File: config.mk
export PLATFORM = sky130hd
export DESIGN_NAME = rx_ovr_stats
export DESIGN_NICKNAME = d
export VERILOG_FILES = /design/src/rtl/rx_ovr_pkg.sv /design/src/rtl/rx_ovr_tracker.sv /design/src/rtl/rx_ovr_counter.sv /design/src/rtl/rx_ovr_regport.sv /design/src/rtl/rx_ovr_stats.sv
export SDC_FILE = /design/constraint.sdc
export NUM_CORES = 1
export LEC_CHECK = 0
export ABC_CLOCK_PERIOD_IN_PS = 2250
export BUFFER_PORTS_ARGS = -buffer_cell sky130_fd_sc_hd__buf_2
export CAP_MARGIN = 30
export CORE_MARGIN = 5
export CORE_UTILIZATION = 32
export CTS_BUF_LIST = sky130_fd_sc_hd__clkbuf_16
export DETAILED_ROUTE_END_ITERATION = 6
export GPL_TIMING_DRIVEN = 1
export MAX_ROUTING_LAYER = met4
export PLACE_DENSITY_LB_ADDON = 0.05
export RECOVER_POWER = 25
export SYNTH_ARGS = -nofsm -noshare
export SYNTH_HDL_FRONTEND = slang
export SYNTH_SLANG_ARGS = --single-unit
File: constraint.sdc
create_clock -name clk -period 2.25 [get_ports clk]
set_input_delay 0.1125 -clock clk [delete_from_list [all_inputs] [get_ports clk]]
set_output_delay 0.1125 -clock clk [all_outputs]
set_load 0.01 [all_outputs]
File: src/rtl/rx_ovr_pkg.sv
package rx_ovr_pkg;
   localparam int NUM_CNT = 3;
   localparam int ADDR_W  = 2;
   localparam int IDX_SOF = 0;
   localparam int IDX_MOF = 1;
   localparam int IDX_DMA = 2;
   localparam int ERR_W   = 3;

   typedef enum logic [1:0] {
      PH_IDLE = 2'd0,
      PH_RECV = 2'd1,
      PH_DROP_SOF = 2'd2,
      PH_DROP_MOF = 2'd3
   } phase_e;

   typedef struct packed {
      logic sof;
      logic mof;
      logic dma;
   } ovr_inc_t;
endpackage

File: src/rtl/rx_ovr_tracker.sv
module rx_ovr_tracker
   import rx_ovr_pkg::*;
(
   input  logic     clk,
   input  logic     rst_n,
   input  logic     frm_sof,
   input  logic     frm_eof,
   input  logic     frm_match,
   input  logic     fifo_full,
   input  logic     dma_avail,
   output ovr_inc_t inc
);
   phase_e ph_q, ph_now;
   logic   dma_q, dma_now;
   logic   lack;
   logic   active;

   assign lack = fifo_full | ~dma_avail;

   always_comb begin
      ph_now  = ph_q;
      dma_now = dma_q;
      if (frm_sof) begin
         ph_now  = lack ? PH_DROP_SOF : PH_RECV;
         dma_now = ~dma_avail;
      end else if (ph_q == PH_RECV && lack) begin
         ph_now  = PH_DROP_MOF;
         dma_now = ~dma_avail;
      end
   end

   assign active = frm_sof | (ph_q != PH_IDLE);

   always_comb begin
      inc = '0;
      if (active && frm_eof && frm_match) begin
         inc.sof = (ph_now == PH_DROP_SOF);
         inc.mof = (ph_now == PH_DROP_MOF);
         inc.dma = dma_now && (ph_now != PH_RECV);
      end
   end

   always_ff @(posedge clk or negedge rst_n) begin
      if (!rst_n) begin
         ph_q  <= PH_IDLE;
         dma_q <= 1'b0;
      end else if (active && frm_eof) begin
         ph_q  <= PH_IDLE;
         dma_q <= 1'b0;
      end else if (active) begin
         ph_q  <= ph_now;
         dma_q <= dma_now;
      end
   end

   AST_ONE_PHASE: assert property (@(posedge clk) disable iff (!rst_n)
      !(inc.sof && inc.mof));
   AST_INC_ON_MATCHED_END: assert property (@(posedge clk) disable iff (!rst_n)
      (inc.sof || inc.mof || inc.dma) |-> (frm_eof && frm_match));
   AST_DMA_HAS_PHASE: assert property (@(posedge clk) disable iff (!rst_n)
      inc.dma |-> (inc.sof || inc.mof));
   AST_IDLE_AFTER_END: assert property (@(posedge clk) disable iff (!rst_n)
      frm_eof |=> (ph_q == PH_IDLE));
endmodule

File: src/rtl/rx_ovr_counter.sv
module rx_ovr_counter #(
   parameter int CNT_W = 32
) (
   input  logic             clk,
   input  logic             rst_n,
   input  logic             inc,
   input  logic             clr,
   output logic [CNT_W-1:0] q
);
   localparam logic [CNT_W-1:0] ONE = CNT_W'(1);

   always_ff @(posedge clk or negedge rst_n) begin
      if (!rst_n)   q <= '0;
      else if (clr) q <= '0;
      else if (inc) q <= q + ONE;
   end

   AST_CLEAR_WINS: assert property (@(posedge clk) disable iff (!rst_n)
      clr |=> (q == '0));
   AST_STEP_ONE: assert property (@(posedge clk) disable iff (!rst_n)
      (inc && !clr) |=> (q == $past(q) + ONE));
   AST_HOLD: assert property (@(posedge clk) disable iff (!rst_n)
      (!inc && !clr) |=> $stable(q));
endmodule

File: src/rtl/rx_ovr_regport.sv
module rx_ovr_regport
   import rx_ovr_pkg::*;
#(
   parameter int CNT_W  = 32,
   parameter bit RD_REG = 1'b0
) (
   input  logic              clk,
   input  logic              rst_n,
   input  logic [ADDR_W-1:0] reg_addr,
   input  logic              reg_wr,
   input  logic [CNT_W-1:0]  cnt [NUM_CNT],
   output logic [NUM_CNT-1:0] clr,
   output logic [CNT_W-1:0]  reg_rdata
);
   logic [CNT_W-1:0] sel;

   always_comb begin
      sel = '0;
      for (int i = 0; i < NUM_CNT; i++)
         if (int'(reg_addr) == i) sel = cnt[i];
   end

   genvar g;
   generate
      for (g = 0; g < NUM_CNT; g++) begin : g_clr
         assign clr[g] = reg_wr && (int'(reg_addr) == g);
      end
      if (RD_REG) begin : g_rd_reg
         always_ff @(posedge clk or negedge rst_n) begin
            if (!rst_n) reg_rdata <= '0;
            else        reg_rdata <= sel;
         end
      end else begin : g_rd_comb
         assign reg_rdata = sel;
      end
   endgenerate

   AST_CLR_ONEHOT: assert property (@(posedge clk) disable iff (!rst_n)
      $onehot0(clr));
endmodule

File: src/rtl/rx_ovr_stats.sv
module rx_ovr_stats
   import rx_ovr_pkg::*;
#(
   parameter int CNT_W  = 32,
   parameter bit RD_REG = 1'b0
) (
   input  logic              clk,
   input  logic              rst_n,
   input  logic              frm_sof,
   input  logic              frm_eof,
   input  logic              frm_match,
   input  logic [ERR_W-1:0]  frm_err,
   input  logic              fifo_full,
   input  logic              dma_avail,
   input  logic [ADDR_W-1:0] reg_addr,
   input  logic              reg_wr,
   input  logic [CNT_W-1:0]  reg_wdata,
   output logic [CNT_W-1:0]  reg_rdata
);
   generate
      if (CNT_W < 2 || CNT_W > 64) begin : g_bad_width
         $error("rx_ovr_stats: CNT_W must be within 2..64");
      end
      if (NUM_CNT > (1 << ADDR_W)) begin : g_bad_map
         $error("rx_ovr_stats: address space too small for counters");
      end
   endgenerate

   logic unused_inputs;
   assign unused_inputs = ^{frm_err, reg_wdata};

   ovr_inc_t          inc;
   logic [NUM_CNT-1:0] inc_v;
   logic [NUM_CNT-1:0] clr;
   logic [CNT_W-1:0]  cnt [NUM_CNT];

   rx_ovr_tracker i_tracker (
      .clk       (clk),
      .rst_n     (rst_n),
      .frm_sof   (frm_sof),
      .frm_eof   (frm_eof),
      .frm_match (frm_match),
      .fifo_full (fifo_full),
      .dma_avail (dma_avail),
      .inc       (inc)
   );

   always_comb begin
      inc_v          = '0;
      inc_v[IDX_SOF] = inc.sof;
      inc_v[IDX_MOF] = inc.mof;
      inc_v[IDX_DMA] = inc.dma;
   end

   genvar g;
   generate
      for (g = 0; g < NUM_CNT; g++) begin : g_cnt
         rx_ovr_counter #(.CNT_W(CNT_W)) i_cnt (
            .clk   (clk),
            .rst_n (rst_n),
            .inc   (inc_v[g]),
            .clr   (clr[g]),
            .q     (cnt[g])
         );
      end
   endgenerate

   rx_ovr_regport #(.CNT_W(CNT_W), .RD_REG(RD_REG)) i_regport (
      .clk       (clk),
      .rst_n     (rst_n),
      .reg_addr  (reg_addr),
      .reg_wr    (reg_wr),
      .cnt       (cnt),
      .clr       (clr),
      .reg_rdata (reg_rdata)
   );

   AST_NO_DOUBLE_PHASE: assert property (@(posedge clk) disable iff (!rst_n)
      $countones(inc_v[IDX_MOF:IDX_SOF]) <= 1);
endmodule

### Yosys cells after proc, flatten, opt, wreduce, memory -nomap -nowiden

Cells that the tools add are included.

* register bits after elaboration: 99
* input port bits: 45
* logic and storage cells: 49

* $add $sub $neg: 3
* eq/ne operators: 6
* muxes and demuxes: 19
* bitwise logic cells: 3
* reduce and logical (&&, ||, !) cells: 13

Operators by type and width (count)
* 32-bit 2-to-1 mux: 9
* 32-bit by 1-bit adder with 32-bit output, second input constant: 3
* 2-bit 2-to-1 mux: 5
* 2-bit nonzero test: 5
* 2-bit equality test, second input constant: 4
* 1-bit logical AND: 7
* 1-bit 2-to-1 mux: 4
* 3-bit 2-to-1 mux: 1
* 2-bit by 1-bit equality test with 1-bit output, second input constant: 1
* 2-bit zero test: 1
* 2-bit by 1-bit inequality test with 1-bit output, second input constant: 1
* 1-bit bitwise OR: 2
* 1-bit NOT: 1

### Depth between registers and ports, before layout

Gate-level depths: netlist of the first run.

* depth after elaboration: 10
* depth in mapped cells: 7

### Hierarchy

Synthesis of the first run repeated with hierarchy kept, for this count alone.

* cells, all modules: 635
* area, all modules: 6030.8 µm²

Modules (own cells, without submodules)
* rx_ovr_counter: times used 3, cells an instance 176, area an instance 1680.4 µm²
* rx_ovr_regport: times used 1, cells an instance 80, area an instance 749.5 µm²
* rx_ovr_tracker: times used 1, cells an instance 27, area an instance 240.2 µm²

### Worst setup path before layout of the first run

OpenSTA, ideal clock, no wires.

* path kind: register -> register
* start point: register g_cnt[2].i_cnt.q[11]
* end point: register g_cnt[2].i_cnt.q[27]
* setup time: 77 ps
* data arrival time: 1857 ps
* required time: 2173 ps
* setup slack: 316 ps
* cell stages (with the launch flop): 7
* cell sequence: dfrtp_1 > and4_4 > nand3_4 > or3_1 > buf_2 > or4_1 > a21oi_1

* longest elaborated chain between the ends: 3

RTL lines
* start, declared: RTL line rx_ovr_counter.sv:8 `output logic [CNT_W-1:0] q`
* start signal, assigned: RTL line rx_ovr_counter.sv:15 `else if (inc) q <= q + ONE;`
* 32-bit by 1-bit adder with 32-bit output: RTL line rx_ovr_counter.sv:15
* 32-bit 2-to-1 mux: RTL line rx_ovr_counter.sv:15
* 32-bit 2-to-1 mux: RTL line rx_ovr_counter.sv:14 `else if (clr) q <= '0;`

No other way between the ends. The select of a mux whose other input is x is not followed.
A chain may end at the register's enable or synchronous reset.

### Final worst setup path of the first run

Ends and elaborated chain as after synthesis.

==> out/qor.yml, run 1 <==
status: "finished, final reports clean"
grt_use_total_pct: 18.1
synth_edf_count: 0
drt_wl_total_um: 18800
first_global_vias: 5600
finalHoldViolations: 0
clock_tree.root_cell: "clkbuf_16"
numCtsBuffers: 9
maxCapViolations: 0
fin_util_pct: 37.8
pin_count: 77
die_area_um2: 21600
cp_data_arrival_time_ns: 2.38
synth-seq-cells: 99
synthArstFlopShare_pct: 100
ys_seq_area_share_pct: 41.2
fin_crit_sh_pct: 93.2
initial_core_util_pct: 32.4
end_kind: "flop"
min_period_ns: 2.10
ys.flop_type: "dfrtp_1"
num_vias: 5683
slowest_stage: "or4_1"
fill_cells: 1891
fin_area_um2: 7030
fmax_ghz: 0.477
grt_setup_unrepaired: "no"
crit_chain: "and4_4 > nand3_4 > or3_1 > or4_1 > a21oi_1"
start_kind: "flop"
p_total_uw: 3680
cts_tree: "done"
path_clk_slew_ns: 0.08
ys_warn_count: 0
layout.nets: 810
finClkSkew_ns: 0.00908
tightestPinTransition_ns: 1.49
hpwl_um: 13700
grt_pass1_wl_um: 30300
wire_per_inst_um: 18.8
power_leakage_uw: 0.00282
clock-sinks: 99
ir_worst_vdd_mv: 0.372
power_density_nw_per_um2: 524
io_buffers: 41
syn_inst: 701
antenna_cells: 0
drc: 0
dp_slack_ns: 0.133
synth_area_um2: 6010
synth_nets: 749
drive_gt1_share_pct: 14.7
die_x_um: 147
synth_cell_type_count: 48
die_h_um: 147
clock_latency_ns: 0.36
cp.required_ns: 2.53
hp-class: "primary input to flop"
area_growth_syn_to_layout_pct: 16.9
yosys-top-cells-count: "99 x dfrtp_1, 77 x a21oi_1, 75 x nand2_1"
core_um2: 18600
drt_first_pass_iters: 4
dpl_cell_area_um2: 6720
path_class: "flop to flop"
synth_area_leaders: "dfrtp_1 41%, a21oi_1 6.4%, o21ai_0 6.1%"
drv_slew: 0
htreeDepth: 3
grt_max_degree: 100
setup_viol: 0
yosysMostFrequentCell: "dfrtp_1"
avgSynthCellArea_um2: 8.58
drtAntennaViolNets: 0
viasPerCell: 5.68
globalplace.congestion: 0.855
setup_tns_ns: 0
grt_overflow_total: 0
grt_antenna_before_repair: 0
cts_max_path_buffers: 2
slowest_delay_ns: 0.54
worst-path-max-fanout: 7
drt_iter0_markers: 366
finalWorstSetupSlack_ns: 0.153
synth_area_leader_cell: "dfrtp_1"
row_count: 50
max-slew-margin-rel_pct: 0.956
synth_top_area_share_pct: 41.2
-- flip-flops by register name, indices dropped and copies added, names as in the netlist --
signal and count:
i_tracker.dma_q 1, i_tracker.ph_q 2, g_cnt.i_cnt.q 96
-- critical path, delay by kind of cell (launching register included) --
kind / cells / cell delay (ns)
AOI/OAI and AO/OA: 1 / 0.15
DFF: 1 / 0.46
and+or+nand+nor: 4 / 1.42
-- power breakdown --
part	switching [uW]	leakage (uW)	internal, uW
combinational	186	0.00130	96.8
sequential	40.7	0.00138	1810
clock	780	0.000139	772
-- path summary, 6_finish.rpt --
path	from	endpoint	slack (ns)	depth (start not counted)
worst max-delay path	g_cnt[2].i_cnt.q[11]	g_cnt[2].i_cnt.q[27]	0.15	5
worst min-delay path	fifo_full	i_tracker.dma_q	0.16	4
worst max register to register	g_cnt[2].i_cnt.q[11]	g_cnt[2].i_cnt.q[27]	0.15	5
worst min register to register	g_cnt[2].i_cnt.q[31]	g_cnt[2].i_cnt.q[31]	0.56	2
max in group asynchronous	rst_n	g_cnt[0].i_cnt.q[28]	0.53	3
min in group asynchronous	rst_n	g_cnt[2].i_cnt.q[1]	0.74	3
-- per-layer routing --
layer  global-route usage [%]  vias to the layer above  routed length [um]
met4                     4.85                        0                 316
met3                     3.21                       19                 647
met5                        -                        -                   0
met1                     24.0                     2828                8950
met2                     28.7                       86                8860
li1                         -                     2750                   -
-- repair_timing --
item | 4_1_cts | 5_1_grt
setup endpoints to repair | 0 | 6
hold endpoints to repair | 102 | 0
resized for setup | 0 | 0
hold buffers | 2 | 0
setup buffers | 0 | 2
-- layout by cell type (no fill, tap or decap), types with 6 or more instances in the layout --
cell,instances
nand4_1,32
and3_1,7
nor2_1,28
nor3_1,10
mux2i_1,36
nand2_1,75
o21ai_0,73
nand3_1,33
dfrtp_1,99
inv_1,18
buf_4,43
or3_1,38
a21oi_1,77
o31ai_1,29
clkbuf_16,9
nand4b_1,7
buf_2,40
xor2_1,6
or4_1,29
xnor2_1,9
-- cell type report --
cell class | instances | area (um^2) | area share [%]
Tap cell | 234 | 293 | 4.16
Clock buffer | 9 | 225 | 3.20
Multi-Input combinational cell | 544 | 3290 | 46.8
Clock inverter | 7 | 58.8 | 0.836
Timing Repair Buffer | 90 | 618 | 8.79
Inverter | 18 | 67.6 | 0.961
Sequential cell | 99 | 2480 | 35.2
-- kinds of logic after synthesis --
logic type,Yosys count,synth area share [%]
compound gates,200,18.8
xor+xnor,15,2.18
fa+ha+maj,3,0.624
buf+inv,58,4.22
flops,99,41.2
mux,36,5.99
simple gates,290,27.0
-- per-stage QoR --
stage                     cells  hold WS, ns
after floorplan             701       -0.183
after global placement      981        0.236
after detailed placement    981        0.239
after CTS                   999        0.146
after global routing       1001        0.176
final                      1001        0.159
(Power assumes the default switching activity.)
==> run 2: changes to the inputs <==
Settings changed: BUFFER_PORTS_ARGS -buffer_cell sky130_fd_sc_hd__buf_2 to default, DONT_BUFFER_PORTS from default to 1.
==> run 2 against run 1 <==
The flow now finishes with violations (negative hold slack). Cell count is 3.9% lower. Worst setup slack lost 0.021 ns. Design area decreased by 3.0%. Critical endpoint is now g_cnt[1].i_cnt.q[31]. Largest cell class unchanged.
==> out/qor.yml, run 2 (synthesis results as in run 1) <==
die_area_um2: 21600
sw_frac_of_total_pct: 25.2
crit_top_cell: "nand4_1"
drive_gt1_share_pct: 9.75
r2r-end: "g_cnt[1].i_cnt.q[31]"
crit_chain: "nand4_1 > a211oi_1 > nand4_1 > buf_12 > or4_1 > a21oi_1"
slowest_stage: "or4_1"
area_growth_syn_to_layout_pct: 13.4
drt_iter0_markers: 322
cp.required_ns: 2.53
grt_overflow_total: 0
power_density_nw_per_um2: 516
drtAntennaViolNets: 0
p_clk_share_pct: 41.9
layout.nets: 771
reg_top3: "g_cnt.i_cnt.q (96), i_tracker.ph_q (2), i_tracker.dma_q (1)"
fmax_ghz: 0.472
num_vias: 5528
layout_commonest_cell: "dfrtp_1"
globalplace.congestion: 0.851
finalHoldViolations: 99
top_register: "g_cnt.i_cnt.q"
viasPerCell: 5.75
r2r-start: "g_cnt[1].i_cnt.q[4]"
clock_latency_ns: 0.36
p_seq_share_pct: 52.6
setup_viol: 0
die_h_um: 147
maxCapViolations: 0
grt_setup_unrepaired: "no"
hold_slack_ns: -0.556
finalWorstSetupSlack_ns: 0.131
dp_slack_ns: 0.141
hp-class: "primary input to asynchronous set/reset pin"
p_comb_share_pct: 5.6
htreeDepth: 3
ff2ff_path_depth: 6
fin_crit_sh_pct: 94.2
grt_max_degree: 100
min_period_ns: 2.12
drt_wl_total_um: 18700
largest_reg_flops: 96
end_kind: "flop"
drt_first_pass_iters: 5
clock_tree.root_cell: "clkbuf_16"
setup_tns_ns: 0
cts_max_path_buffers: 2
max-slew-margin-rel_pct: 62.8
clock-sinks: 99
layout_common_cells: "99 x dfrtp_1, 77 x a21oi_1, 74 x nand2_1"
antenna_cells: 0
grt_use_total_pct: 18.1
power_leakage_uw: 0.00260
path_class: "flop to flop"
hpwl_um: 13500
r2r_setup_slack_ns: 0.13
slowest_delay_ns: 0.51
grt_antenna_before_repair: 0
initial_core_util_pct: 32.4
wire_per_inst_um: 19.4
row_count: 50
pin_count: 77
violations: "negative hold slack"
fin_util_pct: 36.7
drv_slew: 0
core_um2: 18600
cp_data_arrival_time_ns: 2.40
tightestPinTransition_ns: 0.553
cts_tree: "done"
finClkSkew_ns: 0.00974
status: "finished with violations"
drc: 0
start_kind: "flop"
path_clk_slew_ns: 0.07
io_buffers: 0
grt_pass1_wl_um: 29900
p_switching_uw: 887
internal_power_uw: 2630
holdBufCountCts: 5
worst-path-max-fanout: 20
die_x_um: 147
ir_worst_vdd_mv: 0.253
numCtsBuffers: 9
first_global_vias: 5178
-- run 2: changes by cell type in the layout (fill, tap and decap cells not counted), moves of 2 or more --
cell	previous run	this run
buf_2	40	0
dlygate4sd3_1	2	5
inv_6	3	0
clkbuf_4	2	0
clkinv_1	0	2
-- run 2: final cells by class --
class	count	area, um^2
Timing Repair Buffer	51	420
Tap cell	234	293
Sequential cell	99	2480
Clock inverter	7	45.0
Clock buffer	9	225
Inverter	18	67.6
Multi-Input combinational cell	544	3290
Fill cell	1902	11800
-- run 2: repair_timing --
item / in CTS / in global routing
setup endpoints to repair: 0 / 3
buffers inserted: 0 / 0
hold endpoints to repair: 103 / 99
resized for setup: 0 / 2
-- run 2: worst max-delay path by stage --
stage,cells past startpoint,start,endpoint
3_5_place_dp,6,i_tracker.ph_q[0],g_cnt[1].i_cnt.q[31]
6_report,6,g_cnt[1].i_cnt.q[4],g_cnt[1].i_cnt.q[31]
2_1_floorplan,6,g_cnt[2].i_cnt.q[11],g_cnt[2].i_cnt.q[27]
4_1_cts,6,i_tracker.ph_q[0],g_cnt[2].i_cnt.q[19]
5_1_grt,6,g_cnt[1].i_cnt.q[4],g_cnt[1].i_cnt.q[31]
3_3_place_gp,6,g_cnt[1].i_cnt.q[5],g_cnt[1].i_cnt.q[25]
-- run 2: per-layer routing --
layer | global-route usage [%] | share of wire (%)
met1 | 25.1 | 49
met2 | 27.5 | 47
met3 | 2.25 | 2.6
met4 | 5.73 | 1.7
met5 | - | 0
-- run 2: critical path, delay by kind of cell, from the launching register on --
| family | cells | cell delay, ns |
|---|---|---|
| buffers and inverters | 1 | 0.20 |
| flip-flops | 1 | 0.41 |
| AO/OA/AOI/OAI | 2 | 0.49 |
| AND/OR/NAND/NOR | 3 | 0.93 |
-- run 2: power groups by stage --
stage	Combinational (uW)	Clock, uW	Sequential, uW
after floorplan	158	0	1870
after global placement	181	0	1880
after detailed placement	184	0	1880
after CTS	196	1540	1850
after global routing	215	1600	1850
final	195	1470	1850
-- run 2: stage by stage --
step	hold slack, ns	instance area [um^2]	power (uW)	std cells
floorplan	-0.183	6010	2030	701
global placement	-0.180	6500	2060	941
detailed placement	-0.179	6500	2070	941
CTS	-0.568	6820	3580	962
global route	-0.571	6820	3670	962
finish	-0.556	6820	3520	962
